--- config.mk ---
export PLATFORM = sky130hd
export DESIGN_NAME = layer_compositor
export DESIGN_NICKNAME = d
export VERILOG_FILES = /design/src/rtl/lcomp_pkg.sv /design/src/rtl/lcomp_regs.sv /design/src/rtl/lcomp_win.sv /design/src/rtl/lcomp_blend.sv /design/src/rtl/layer_compositor.sv
export SDC_FILE = /design/constraint.sdc
export NUM_CORES = 2
export LEC_CHECK = 0
export BUFFER_PORTS_ARGS = -buffer_cell sky130_fd_sc_hd__buf_2
export CAP_MARGIN = 20
export CELL_PAD_IN_SITES_DETAIL_PLACEMENT = 0
export CELL_PAD_IN_SITES_GLOBAL_PLACEMENT = 1
export CORE_MARGIN = 2
export CORE_UTILIZATION = 40
export DETAILED_ROUTE_END_ITERATION = 8
export PLACE_DENSITY = 0.79
export REMOVE_ABC_BUFFERS = 1
export SKIP_LAST_GASP = 1
export SLEW_MARGIN = 20
export SYNTH_ARGS = -nofsm -noshare
export SYNTH_HDL_FRONTEND = slang
export SYNTH_HIERARCHICAL = 1
export SYNTH_SLANG_ARGS = --single-unit
--- constraint.sdc ---
create_clock -name clk -period 23.7 [get_ports clk]
set_input_delay 3.555 -clock clk [delete_from_list [all_inputs] [get_ports clk]]
set_output_delay 3.555 -clock clk [all_outputs]
set_load 0.05 [all_outputs]
--- src/rtl/lcomp_pkg.sv ---
package lcomp_pkg;
  localparam int XY_W       = 13;
  localparam int CMP_W      = 10;
  localparam int N_CMP      = 3;
  localparam int PIX_W      = N_CMP * CMP_W;
  localparam int A_W        = 8;
  localparam int N_LYR      = 3;
  localparam int ADDR_W     = 8;
  localparam int DATA_W     = 32;
  localparam int X_LSB      = 0;
  localparam int Y_LSB      = 16;
  localparam int SEL_BIT    = 10;
  localparam int GA_LSB     = 24;
  localparam int WIN_STRIDE = 8;
  localparam int BOT_OFS    = 4;
  localparam int BG_STRIDE  = 4;
  localparam logic [ADDR_W-1:0] A_CTRL = 8'h00;
  localparam logic [ADDR_W-1:0] A_WIN0 = 8'h10;
  localparam logic [ADDR_W-1:0] A_BG0  = 8'h30;

  typedef logic [XY_W-1:0]  coord_t;
  typedef logic [PIX_W-1:0] pix_t;
  typedef logic [A_W-1:0]   alpha_t;

  typedef struct packed {
    coord_t x0;
    coord_t y0;
    coord_t x1;
    coord_t y1;
  } win_t;
endpackage

--- src/rtl/lcomp_regs.sv ---
module lcomp_regs
  import lcomp_pkg::*;
(
  input  logic                    clk,
  input  logic                    rst_n,
  input  logic                    we,
  input  logic [ADDR_W-1:0]       addr,
  input  logic [DATA_W-1:0]       wdata,
  output logic [N_LYR-1:0]        en_o,
  output logic                    sel_o,
  output alpha_t                  ga_o,
  output win_t [N_LYR-1:0]        win_o,
  output pix_t [N_LYR-1:0]        bg_o
);
  // Control word fields; en bit k belongs to layer k (k=0 is layer one)
  logic               ctrl_we;
  logic [N_LYR-1:0]   en_q, en_d;
  logic               sel_q, sel_d;
  alpha_t             ga_q, ga_d;
  logic               unused_wdata_bits;

  assign unused_wdata_bits = ^wdata;

  always_comb begin
    ctrl_we = we && (addr == A_CTRL);
    for (int k = 0; k < N_LYR; k++) begin
      en_d[k] = wdata[N_LYR-1-k];
    end
    sel_d = wdata[SEL_BIT];
    ga_d  = wdata[GA_LSB +: A_W];
  end

  always_ff @(posedge clk or negedge rst_n) begin
    if (!rst_n) begin
      en_q  <= '0;
      sel_q <= 1'b0;
      ga_q  <= '1;
    end else if (ctrl_we) begin
      en_q  <= en_d;
      sel_q <= sel_d;
      ga_q  <= ga_d;
    end
  end

  assign en_o  = en_q;
  assign sel_o = sel_q;
  assign ga_o  = ga_q;

  for (genvar k = 0; k < N_LYR; k++) begin : g_lyr
    localparam logic [ADDR_W-1:0] A_TOP = A_WIN0 + ADDR_W'(WIN_STRIDE * k);
    localparam logic [ADDR_W-1:0] A_BOT = A_TOP + ADDR_W'(BOT_OFS);
    localparam logic [ADDR_W-1:0] A_BG  = A_BG0 + ADDR_W'(BG_STRIDE * k);

    logic top_we, bot_we, bg_we;
    win_t win_q, win_d;
    pix_t bg_q, bg_d;

    always_comb begin
      top_we = we && (addr == A_TOP);
      bot_we = we && (addr == A_BOT);
      bg_we  = we && (addr == A_BG);
      win_d  = win_q;
      if (top_we) begin
        win_d.x0 = wdata[X_LSB +: XY_W];
        win_d.y0 = wdata[Y_LSB +: XY_W];
      end
      if (bot_we) begin
        win_d.x1 = wdata[X_LSB +: XY_W];
        win_d.y1 = wdata[Y_LSB +: XY_W];
      end
      bg_d = wdata[PIX_W-1:0];
    end

    always_ff @(posedge clk or negedge rst_n) begin
      if (!rst_n) begin
        win_q <= '0;
      end else if (top_we || bot_we) begin
        win_q <= win_d;
      end
    end

    always_ff @(posedge clk or negedge rst_n) begin
      if (!rst_n) begin
        bg_q <= '0;
      end else if (bg_we) begin
        bg_q <= bg_d;
      end
    end

    assign win_o[k] = win_q;
    assign bg_o[k]  = bg_q;
  end
endmodule

--- src/rtl/lcomp_win.sv ---
module lcomp_win
  import lcomp_pkg::*;
(
  input  coord_t x,
  input  coord_t y,
  input  logic   en,
  input  win_t   win,
  output logic   cov
);
  logic live, in_x, in_y;

  always_comb begin
    live = en && (win != '0);
    in_x = (x >= win.x0) && (x < win.x1);
    in_y = (y >= win.y0) && (y < win.y1);
    cov  = live && in_x && in_y;
  end
endmodule

--- src/rtl/lcomp_blend.sv ---
module lcomp_blend
  import lcomp_pkg::*;
(
  input  pix_t   fg,
  input  pix_t   bg,
  input  alpha_t a,
  output pix_t   mix
);
  localparam int NUM_W = CMP_W + A_W + 1;
  localparam logic [NUM_W-1:0] A_FULL = NUM_W'((1 << A_W) - 1);
  localparam logic [NUM_W-1:0] RND    = NUM_W'(((1 << A_W) - 1) / 2);

  alpha_t a_inv;
  assign a_inv = ~a;

  for (genvar c = 0; c < N_CMP; c++) begin : g_cmp
    logic [NUM_W-1:0] num;
    assign num = NUM_W'(a) * NUM_W'(fg[c*CMP_W +: CMP_W])
               + NUM_W'(a_inv) * NUM_W'(bg[c*CMP_W +: CMP_W])
               + RND;
    assign mix[c*CMP_W +: CMP_W] = CMP_W'(num / A_FULL);
  end
endmodule

--- src/rtl/layer_compositor.sv ---
module layer_compositor
  import lcomp_pkg::*;
(
  input  logic              clk,
  input  logic              rst_n,
  input  logic              cfg_we,
  input  logic [ADDR_W-1:0] cfg_addr,
  input  logic [DATA_W-1:0] cfg_wdata,
  input  logic [XY_W-1:0]   ras_x,
  input  logic [XY_W-1:0]   ras_y,
  input  logic              de_i,
  input  logic [PIX_W-1:0]  l1_px,
  input  logic [A_W-1:0]    l1_alpha,
  input  logic [PIX_W-1:0]  l2_px,
  input  logic [PIX_W-1:0]  l3_px,
  output logic [PIX_W-1:0]  px_o,
  output logic              de_o
);
  logic [N_LYR-1:0] en;
  logic             sel;
  alpha_t           ga;
  win_t [N_LYR-1:0] win;
  pix_t [N_LYR-1:0] bg;
  logic [N_LYR-1:0] cov;
  pix_t [N_LYR-1:0] lpx;
  pix_t             fill_c, under_c, mix_c, px_d;
  alpha_t           a_c;
  pix_t             px_q;
  logic             de_q;

  assign lpx = {l3_px, l2_px, l1_px};

  lcomp_regs u_regs (
    .clk   (clk),
    .rst_n (rst_n),
    .we    (cfg_we),
    .addr  (cfg_addr),
    .wdata (cfg_wdata),
    .en_o  (en),
    .sel_o (sel),
    .ga_o  (ga),
    .win_o (win),
    .bg_o  (bg)
  );

  for (genvar k = 0; k < N_LYR; k++) begin : g_win
    lcomp_win u_win (
      .x   (ras_x),
      .y   (ras_y),
      .en  (en[k]),
      .win (win[k]),
      .cov (cov[k])
    );
  end

  // Fallback colour: background of the highest-priority enabled layer
  always_comb begin
    fill_c = bg[N_LYR-1];
    for (int k = N_LYR - 1; k >= 0; k--) begin
      if (en[k]) fill_c = bg[k];
    end
  end

  // Opaque stack of layers two and three; lower index wins
  always_comb begin
    under_c = fill_c;
    for (int k = N_LYR - 1; k >= 1; k--) begin
      if (cov[k]) under_c = lpx[k];
    end
  end

  assign a_c = (sel && cov[0]) ? l1_alpha : ga;

  lcomp_blend u_blend (
    .fg  (l1_px),
    .bg  (under_c),
    .a   (a_c),
    .mix (mix_c)
  );

  always_comb begin
    if (!de_i)       px_d = '0;
    else if (cov[0]) px_d = mix_c;
    else             px_d = under_c;
  end

  always_ff @(posedge clk or negedge rst_n) begin
    if (!rst_n) begin
      px_q <= '0;
      de_q <= 1'b0;
    end else begin
      px_q <= px_d;
      de_q <= de_i;
    end
  end

  assign px_o = px_q;
  assign de_o = de_q;
endmodule

==> flow_metrics.py <==
metrics = {
    "die": {
        "die_area_sq_um": 110000,
        "io-pin-count": 199,
        "core-area_sq_um": 107000,
        "row_count": 120,
        "die_w_um": 332,
        "start_util": 0.403,
        "die_y_um": 332,
    },
    "logic_synthesis": {
        "synth-simple-area-share": 0.200,
        "synth_top_family_by_area": "adder cells",
        "synth_xor_area_frac": 0.0177,
        "ys_async_sr_fraction": 1.00,
        "ys.flop_type": "dfrtp_1",
        "synth_edf_count": 0,
        "synth-compound-area-share": 0.162,
        "ys_types": 140,
        "syn_area_sq_um": 43100,
        "synthAdderAreaFrac": 0.283,
        "ys_warn_count": 6,
        "syn_inst": 4710,
        "synthMuxAreaShare": 0.0891,
        "avgSynthCellArea_sq_um": 9.15,
        "synth_seq_cells": 289,
        "ys_seq_area_frac": 0.168,
    },
    "critical_path": {
        "reg2reg_to": "px_o[0]$_DFF_PN0_",
        "crit_arrival_ns": 21.87,
        "slowest_stage": "a211oi_2",
        "r2r_slack_ns": 5.03,
        "r2r-start": "u_regs/win_o[123]$_DFFE_PN0P_",
        "cpPeakStageDelay_ns": 0.75,
        "endpoint": "px_o[0]$_DFF_PN0_",
        "start_kind": "input port",
        "critPathRequiredTime_ns": 24.18,
        "endpoint_kind": "flop",
        "crit_start": "ras_y[6]",
        "ff2ff_path_depth": 57,
        "worstPathMaxFanout": 40,
        "critPathKind": "input port to flop",
        "cpMostUsedCell": "fa_1",
    },
    "cells_and_area": {
        "finalNetCount": 5698,
        "multi_input_area_sq_um": 32500,
        "area_growth_pct": 8.00,
        "nFillCells": 10500,
        "mostFrequentLayoutCell": "inv_1",
        "layoutNonFillerInstCount": 6244,
        "layout-drive-gt1-share": 0.164,
        "seq_area_sq_um": 7240,
        "final_cell_mix": "inv_1 (658), fa_1 (396), nand2_1 (357), ha_1 (339), dfrtp_1 (280)",
    },
    "global_route": {
        "grt_max_degree": 166,
        "grt_pass1_wl_um": 208000,
        "grt_overflow_total": 0,
        "grtUsageTotal": 0.236,
        "grt_pass1_vias": 36200,
        "antenna_found_initial": 32,
    },
    "clocking": {
        "cts.repair.resized": 0,
        "cts_tree": "yes",
        "htree_levels": 2,
        "cts.sinks": 289,
        "numCtsBuffers": 35,
        "insertion_delay_ns": 0.57,
        "cts.reportedPaths.clkPinSlew_ns": 0.05,
        "cts-root-buf": "clkbuf_16",
        "postCtsHoldBufs": 0,
        "cts_setup_buffers": 0,
        "clockBufferDepth": 3,
    },
    "timing": {
        "hold_ws_ns": 0.502,
        "fin_worst_skew_ns": 0.0262,
        "finalCritPeriodShare": 0.902,
        "setup_viol": 0,
        "fmax_mhz": 46.8,
        "period_minus_slack_ns": 21.38,
        "hold_viol_final": 0,
        "relSlewSlack": 0.300,
        "fin_tns_setup_ns": 0,
        "slew_violations": 0,
        "rsz0062_at_grt": "false",
        "worstMarginPinSlew_ns": 1.02,
    },
    "detailed_routing": {
        "drc": 0,
        "post_drt_wl_per_cell_um": 21.1,
        "drt-total-wl_um": 132000,
        "drt-initial-drc-count": 2789,
        "drtAntennaViolNets": 0,
        "viasPerCell": 5.72,
        "vias": 35700,
        "dr.pass1.iters": 6,
    },
    "placed_design": {
        "portBuffers": 198,
        "dp_hpwl_um": 104000,
        "place_inst": 6161,
        "place.gp.congestion": 0.928,
    },
    "outcome": {
        "outcome": "completed",
    },
    "flow_run": {
        "cap_violations": 0,
    },
    "hold_path": {
        "hp-class": "flop to flop",
    },
}
cell type report:
type / count / area share
inverter: 665 / 0.0537
timing repair buffer: 227 / 0.0265
multi-input combinational: 3577 / 0.698
clock inverter: 17 / 0.00624
clock buffer: 47 / 0.0215
antenna: 19 / 0.00102
tap: 1403 / 0.0377
sequential: 289 / 0.156
synth_stat cells (31+ instances only):
| library cell | n | area, sq um |
|---|---|---|
| inv_1 | 658 | 2470 |
| fa_1 | 396 | 7930 |
| nand2_1 | 357 | 1340 |
| ha_1 | 339 | 4240 |
| dfrtp_1 | 281 | 7030 |
| mux2_2 | 258 | 2910 |
| nand2b_1 | 195 | 1220 |
| nor2b_1 | 156 | 976 |
| nor2_1 | 150 | 563 |
| and2_1 | 145 | 907 |
| a21oi_1 | 133 | 666 |
| o21ai_0 | 119 | 596 |
| clkbuf_1 | 100 | 375 |
| nand3_1 | 88 | 440 |
| nor3_1 | 83 | 415 |
| nor4_1 | 69 | 432 |
| a21o_1 | 68 | 510 |
| nand4_1 | 57 | 357 |
| xnor2_1 | 54 | 473 |
| mux2i_1 | 53 | 531 |
| buf_2 | 41 | 205 |
| o21a_1 | 38 | 285 |
| or3_1 | 38 | 238 |
| nor3b_1 | 37 | 278 |
| a211oi_1 | 35 | 263 |
| a2111oi_2 | 34 | 510 |
| o221a_1 | 32 | 360 |
| xor2_1 | 31 | 272 |
per-stage QoR:
step | setup WS [ns] | utilization | area [sq um]
after floorplan | 1.71 | - | 42100
after global placement | 1.99 | 0.423 | 45200
after detailed placement | 2.05 | 0.423 | 45200
after CTS | 2.62 | 0.435 | 46500
after global routing | 1.15 | 0.435 | 46500
final | 2.32 | 0.435 | 46500
routing by layer:
metal	vias up	wire length, um	track usage
met4	18	2630	0.0521
li1	16500	-	-
met2	1127	60700	0.383
met5	-	117	0
met1	17900	59600	0.333
met3	159	8850	0.0327
worst max-delay path, delay by kind of cell:
kind,cells,cell delay (ns)
adders and majority gates,9,4.12
xor gates and xnor gates,1,0.27
and+or+nand+nor,18,6.41
buffers and inverters,6,0.93
AOI/OAI and AO/OA,23,6.53
state kept, by name, summed over array words and instances (netlist names):
| name | count |
|---|---|
| px_o | 30 |
| de_o | 1 |
| u_regs/g_lyr.bg_q | 90 |
| u_regs/ga_o | 8 |
| u_regs/sel_o | 1 |
| u_regs/win_o | 156 |
| u_regs/en_o | 3 |
how the worst min path moves through the flow:
| stage | start | endpoint | slack (ns) | cells past startpoint |
|---|---|---|---|---|
| floorplan | u_regs/g_lyr[2].bg_q[28]$_DFFE_PN0P_ | u_regs/g_lyr[2].bg_q[28]$_DFFE_PN0P_ | 0.46 | 1 |
| global placement | u_regs/g_lyr[2].bg_q[4]$_DFFE_PN0P_ | u_regs/g_lyr[2].bg_q[4]$_DFFE_PN0P_ | 0.47 | 1 |
| detailed placement | u_regs/g_lyr[2].bg_q[4]$_DFFE_PN0P_ | u_regs/g_lyr[2].bg_q[4]$_DFFE_PN0P_ | 0.49 | 1 |
| CTS | u_regs/g_lyr[2].bg_q[4]$_DFFE_PN0P_ | u_regs/g_lyr[2].bg_q[4]$_DFFE_PN0P_ | 0.50 | 1 |
| global route | u_regs/g_lyr[2].bg_q[12]$_DFFE_PN0P_ | u_regs/g_lyr[2].bg_q[12]$_DFFE_PN0P_ | 0.52 | 1 |
| finish | u_regs/g_lyr[2].bg_q[8]$_DFFE_PN0P_ | u_regs/g_lyr[2].bg_q[8]$_DFFE_PN0P_ | 0.50 | 1 |
cells by family after synthesis:
| family | after synthesis |
|---|---|
| simple gates | 1541 |
| buf+inv | 844 |
| xor+xnor | 86 |
| flops | 289 |
| compound gates | 873 |
| fa+ha+maj | 739 |
| mux | 338 |
Power is not shown: default switching activity piles up to over one toggle a cycle in this logic, so the estimate is an artifact.
